$ cat src/rtl/lfsr8_pkg.sv
package lfsr8_pkg;
  localparam int unsigned DEF_WIDTH   = 8;
  // stages 8,6,5,4 -> bits 7,5,4,3
  localparam logic [7:0]  DEF_TAPS    = 8'hB8;
  localparam int unsigned DEF_TIMEOUT = 16;
endpackage

$ cat src/rtl/lfsr_shift.sv
module lfsr_shift #(
  parameter int unsigned     WIDTH = lfsr8_pkg::DEF_WIDTH,
  parameter logic [WIDTH-1:0] TAPS = lfsr8_pkg::DEF_TAPS
) (
  input  logic             clk_i,
  input  logic             rst_ni,
  input  logic             en_i,
  input  logic             inject_i,
  output logic [WIDTH-1:0] state_o
);
  logic [WIDTH-1:0] state_q;
  logic [WIDTH-1:0] tap_bits;
  logic             fb;

  for (genvar i = 0; i < WIDTH; i++) begin : g_tap
    if (TAPS[i]) begin : g_on
      assign tap_bits[i] = state_q[i];
    end else begin : g_off
      assign tap_bits[i] = 1'b0;
    end
  end

  assign fb = ^tap_bits;

  always_ff @(posedge clk_i or negedge rst_ni) begin
    if (!rst_ni)   state_q <= '0;
    else if (en_i) state_q <= {state_q[WIDTH-2:0], fb | inject_i};
  end

  assign state_o = state_q;


  shift_chk: assert property (@(posedge clk_i) disable iff (!rst_ni)
    en_i |=> state_q[WIDTH-1:1] == $past(state_q[WIDTH-2:0]));

  hold_chk: assert property (@(posedge clk_i) disable iff (!rst_ni)
    !en_i |=> $stable(state_q));
endmodule

$ cat src/rtl/zero_watchdog.sv
module zero_watchdog #(
  parameter int unsigned TIMEOUT = lfsr8_pkg::DEF_TIMEOUT
) (
  input  logic clk_i,
  input  logic rst_ni,
  input  logic en_i,
  input  logic serial_i,
  output logic force_o
);
  localparam int unsigned CW = $clog2(TIMEOUT + 1);
  localparam logic [CW-1:0] LIMIT = CW'(TIMEOUT);

  logic [CW-1:0] cnt_q;

  assign force_o = (cnt_q == LIMIT);

  always_ff @(posedge clk_i or negedge rst_ni) begin
    if (!rst_ni) cnt_q <= '0;
    else if (en_i) begin
      if (serial_i || force_o) cnt_q <= '0;
      else                     cnt_q <= cnt_q + 1'b1;
    end
  end


  cnt_bound_chk: assert property (@(posedge clk_i) disable iff (!rst_ni)
    cnt_q <= LIMIT);

  cnt_hold_chk: assert property (@(posedge clk_i) disable iff (!rst_ni)
    !en_i |=> $stable(cnt_q));
endmodule

$ cat src/rtl/lfsr8_gen.sv
module lfsr8_gen #(
  parameter int unsigned WIDTH   = lfsr8_pkg::DEF_WIDTH,
  parameter logic [WIDTH-1:0] TAPS = lfsr8_pkg::DEF_TAPS,
  parameter int unsigned TIMEOUT = lfsr8_pkg::DEF_TIMEOUT
) (
  input  logic             clk_i,
  input  logic             rst_ni,
  input  logic             en_i,
  output logic             serial_o,
  output logic [WIDTH-1:0] state_o
);
  logic [WIDTH-1:0] state;
  logic             force_one;

  lfsr_shift #(.WIDTH(WIDTH), .TAPS(TAPS)) u_shift (
    .clk_i    (clk_i),
    .rst_ni   (rst_ni),
    .en_i     (en_i),
    .inject_i (force_one),
    .state_o  (state)
  );

  zero_watchdog #(.TIMEOUT(TIMEOUT)) u_wdog (
    .clk_i    (clk_i),
    .rst_ni   (rst_ni),
    .en_i     (en_i),
    .serial_i (state[WIDTH-1]),
    .force_o  (force_one)
  );

  assign state_o  = state;
  assign serial_o = state[WIDTH-1];


  no_lock_chk: assert property (@(posedge clk_i) disable iff (!rst_ni)
    (en_i && state != '0) |=> state != '0);

  force_zero_only_chk: assert property (@(posedge clk_i) disable iff (!rst_ni)
    force_one |-> state == '0);
endmodule

$ cat config.mk
export PLATFORM = sky130hd
export DESIGN_NAME = lfsr8_gen
export DESIGN_NICKNAME = d
export VERILOG_FILES = /design/src/rtl/lfsr8_pkg.sv /design/src/rtl/lfsr_shift.sv /design/src/rtl/zero_watchdog.sv /design/src/rtl/lfsr8_gen.sv
export SDC_FILE = /design/constraint.sdc
export NUM_CORES = 1
export LEC_CHECK = 0
export BUFFER_PORTS_ARGS = -buffer_cell sky130_fd_sc_hd__clkbuf_2
export CORE_AREA = 2 2 39 41
export CTS_BUF_LIST = sky130_fd_sc_hd__clkbuf_2
export DETAILED_ROUTE_END_ITERATION = 10
export DIE_AREA = 0 0 41 43
export GPL_ROUTABILITY_DRIVEN = 0
export PLACE_DENSITY = 0.8
export SYNTH_ARGS = -nofsm -noshare
export SYNTH_HDL_FRONTEND = slang
export SYNTH_HIERARCHICAL = 1
export SYNTH_SLANG_ARGS = --single-unit
$ cat constraint.sdc
create_clock -name clk_i -period 2 [get_ports clk_i]
set_clock_uncertainty 0.2 [all_clocks]
set_input_delay 0.2 -clock clk_i [delete_from_list [all_inputs] [get_ports clk_i]]
set_output_delay 0.2 -clock clk_i [all_outputs]
set_load 0.02 [all_outputs]
# --- Word-level counts from Yosys, hierarchy flattened ---
# Cells that the tools add are included.
totals:
  regBits: 13
  word_cells: 8
  out_inout_bits: 9
op_classes:
  reduce_logical: 2
  mux: 1
  n_bitwise: 1
  eq_ne: 1
  n_addsub: 1
op_table:
  columns: ["operator", "count"]
  rows:
  - ["XOR reduction 8 bit", 1]
  - ["adder 5 x 1 -> 5 bit (second input constant)", 1]
  - ["== test 5 bit (second input constant)", 1]
  - ["2-to-1 mux 5 bit", 1]
  - ["logical OR 1 bit", 1]
  - ["OR 1 bit", 1]

# --- Longest topological paths before layout ---
depth:
  word_depth: 3
  mapped_depth: 5
  ltp_nobuf: 5

# --- Modules after synthesis ---
# Netlist, hierarchy kept.
by_module_without_submodules:
  columns: ["mod", "cells_per_inst", "seq_area_each_um2", "area_per_inst_um2", "n_inst"]
  rows:
  - ["lfsr_shift", 22, 200.2, 324.1, 1]
  - ["zero_watchdog", 26, 125.1, 305.3, 1]
  - ["lfsr8_gen", 1, 0.0, 7.5, 1]

# --- Worst setup path after synthesis ---
# No wires, ideal clock.
synth_timing:
  path_type: "register to register"
  from: "register u_wdog.cnt_q[0]"
  to: "register u_wdog.cnt_q[0]"
  required_time_ns: 1.675
  path_slack_ns: 0.499
  setup_time_ns: 0.125
  path_buffers: 0
  synth_period_minus_slack_ns: 1.501
  path_stages_with_launch: 6
  arrival_time_ns: 1.176
  path_cell_list: "dfrtp_1 inv_1 ha_1 and4bb_4 nor2_2 mux2_4"
synth_between:
  elab_chain_cells: 3
synth_lines:
  columns: ["item", "line", "text"]
  rows:
  - ["from (decl)", "zero_watchdog.sv:13", "logic [CW-1:0] cnt_q;"]
  - ["from (signal assigned)", "zero_watchdog.sv:21", "else cnt_q <= cnt_q + 1'b1;"]
  - ["== test 5 bit", "zero_watchdog.sv:15", "assign force_o = (cnt_q == LIMIT);"]
  - ["net force_one", "lfsr8_gen.sv:13", "logic force_one;"]
  - ["logical OR 1 bit", "zero_watchdog.sv:20", "if (serial_i || force_o) cnt_q <= '0;"]
  - ["2-to-1 mux 5 bit", "zero_watchdog.sv:20", null]
# The timed path passes the listed nets, and every way through them passes these cells.
# A chain may end at the register's enable or synchronous reset.

# --- Final worst setup path ---
# Same ends and word-level chain as after synthesis.

==> results.cfg <==
[sta]
fmax_ghz = 0.625
totalNegativeSetupSlack_ns = 0
fin_worst_hold_slack_ns = 0.138
setup-violations-final = 0
period_minus_slack_ns = 1.60
post-route-period-util_pct = 80.0
timing_hold_violations_final = 0
timing.max_slew.rel_slack_pct = 77.9
maxSlewViolCount = 0
worst_pin_slew_ns = 0.332
rsz0062_at_grt = false

[cts]
post_cts_buffers = 0
cts_max_path_buffers = 2
clock-root-buffer = clkbuf_2
later_pin_clock_latency_in_the_skew_report_ns = 0.25
htree_num_levels = 1
post_cts_resized = 0
ctsHoldBuffers = 1
cts_made_buffers = 3
tritoncts_clock_tree = done
reg_clk_slew_reported_paths_ns = 0.12
cts.sinks = 13

[cells_and_area]
area_growth_syn_to_layout_pct = 15.7
multiInputGateArea_um2 = 284
sequential_cell_area_um2 = 325
antennaDiodeCount = 0
design.final.nets = 70
drive_above_1_share_pct = 50.0
postLayoutCellArea_um2 = 737
fillers = 124

[setup_path]
end_kind = flip-flop
worstPathCellList = inv_1 -> ha_1 -> and4bb_4 -> nor2_2 -> mux2_4
kind_of_critical_path = reg -> reg
timing.critical_path.slowest_cell_delay_ns = 0.43
worstPathArrival_ns = 1.55
worstPathMaxFanout = 4
required_time_of_the_critical_path_ns = 1.95
startpoint_type = flip-flop
critPathSlowestCell = dfrtp_1

[global_route]
gr-usage-all-layers_pct = 14.7
grt_pass1_vias = 399
grt_antenna_before_repair = 0
global_route_wire_length_before_repair_mm = 1.66
grt-ovfl-total = 0
grt_max_degree = 14

[route]
drt-total-wl_mm = 1.04
antenna_left = 0
via_density_per_instance = 5.03
remaining_drc_errors = 0
route.vias.total = 402
detail_route.wl_per_cell_um = 13.0
detail_route.iter0.violations = 4
drtPass1Iterations = 4

[floorplan]
die_width_um = 41
floorplan.die.height_um = 43
floorplan.rows = 14
number_of_top_level_pins = 12
initial_core_utilization_pct = 46.0
die_footprint_mm2 = 0.00176
fp.coreArea_mm2 = 0.00138

[power_and_ir_drop]
power-per-cell-area_mw_per_mm2 = 1500
net-switching-power_w = 0.000450
internal_power_w = 0.000654
p_seq_share_pct = 43.8
power.static_leakage_nw = 0.353
post-layout-total-power_w = 0.00110
netSwitchingFraction_pct = 40.7
vdd_drop_max_v = 0.000664
power.clock.fraction_pct = 11.7
power_frac_comb_pct = 44.5

[synthesis]
yosys_register_bits = 13
synthesis.area_per_instance_um2 = 13.0
yosysMostFrequentCell = dfrtp_1
synth.cell_area_um2 = 637
number_of_flops_mapped_to_enable_cells_by_yosys = 0
yosys.area.top_type = dfrtp_1
synth_cells = 49
mappedNetlistNets = 54
post_synth_top_area_share_pct = 51.1
synth_flop_cell = dfrtp_1
ys_types = 22
synth_async_reset_ratio_pct = 100
synth_top_cells_by_area = dfrtp_1 51%, mux2_2 12%, ha_1 3.9%
synthTopCellsByCount = 13 x dfrtp_1, 7 x mux2_2, 4 x inv_1
yosysWarnings = 6
seq_area_frac_synth_pct = 51.1

[job]
cap_viol_max_count = 0

[placed_design]
io_buf_count = 11
detailedPlacementHpwl_um = 781
placement.cell_area_um2 = 707

[run_status]
outcome = completed

[hold_path]
worst_hold_path_type = in -> reg
-- metrics by stage --
step,worst slack (ns),utilization (%),cells
3_5_place_dp,0.415,51.1,75
3_3_place_gp,0.469,51.1,75
5_1_grt,0.328,53.3,80
2_1_floorplan,0.499,-,49
4_1_cts,0.393,53.3,80
6_report,0.401,53.3,80
-- final timing paths --
check | end | slack (ns) | cells past startpoint | from
min | u_shift/state_o[6] | 0.14 | 2 | en_i
min in group asynchronous | u_shift/state_o[7] | 0.16 | 2 | rst_ni
max reg2reg | u_wdog/cnt_q[0] | 0.40 | 5 | u_wdog/cnt_q[0]
min reg2reg | u_wdog/cnt_q[3] | 0.33 | 1 | u_wdog/cnt_q[3]
max in group asynchronous | u_shift/state_o[3] | 1.20 | 2 | rst_ni
max | u_wdog/cnt_q[0] | 0.40 | 5 | u_wdog/cnt_q[0]
-- power groups by stage --
stage | registers [W] | clock network (W) | logic (W)
after global routing | 0.000505 | 0.000153 | 0.000536
after CTS | 0.000486 | 0.000139 | 0.000497
after detailed placement | 0.000490 | 0 | 0.000496
after floorplan | 0.000571 | 0 | 0.000271
final | 0.000484 | 0.000129 | 0.000491
after global placement | 0.000486 | 0 | 0.000482
-- per-layer routing --
| layer | GRT usage (%) | share of wire (%) | vias to the layer above |
|---|---|---|---|
| li1 | - | - | 205 |
| met1 | 19.0 | 49 | 187 |
| met5 | 0 | 0 | - |
| met2 | 20.9 | 47 | 10 |
| met4 | 8.00 | 0 | 0 |
| met3 | 4.71 | 3.9 | 0 |
-- placed cells by master (no fill, tap or decap), drive strengths merged --
cell         synthesis  layout
nand3                1       1
and2b                1       1
mux2                 8       8
o41ai                1       1
clkbuf               0      15
or2b                 1       1
ha                   2       2
dlygate4sd3          0       1
a22o                 3       3
inv                  4       4
dfrtp               13      13
and3                 1       1
o31ai                1       1
xnor2                1       1
nor2                 3       3
buf                  2       1
and4bb               1       1
a31oi                2       2
xor2                 2       2
o21ai                2       2
-- state kept, by name, indices dropped and copies added, names as in the netlist --
name	count
u_shift/state_o	8
u_wdog/cnt_q	5
-- critical path, delay by kind of cell, from the launching register on --
family | cells | cell delay (ns)
buffers and inverters | 1 | 0.11
muxes | 1 | 0.25
and+or+nand+nor | 2 | 0.34
DFF | 1 | 0.43
adders and majority gates | 1 | 0.17
-- cell families after synthesis --
kind of cell	after synthesis	synth area share (%)
AO/OA/AOI/OAI	9	12.4
XOR/XNOR	3	4.13
adder cells (fa/ha/maj)	2	3.93
buffers and inverters	6	4.32
flip-flops	13	51.1
multiplexers	8	14.7
AND/OR/NAND/NOR	8	9.43
-- cell type report --
class                           count  share of cell area (%)
Multi-Input combinational cell     30                    38.5
Tap cell                           16                    2.72
Clock buffer                        4                    2.72
Sequential cell                    13                    44.1
Timing Repair Buffer               13                    9.85
Inverter                            4                    2.04
Power figures use the tool's default switching activity.
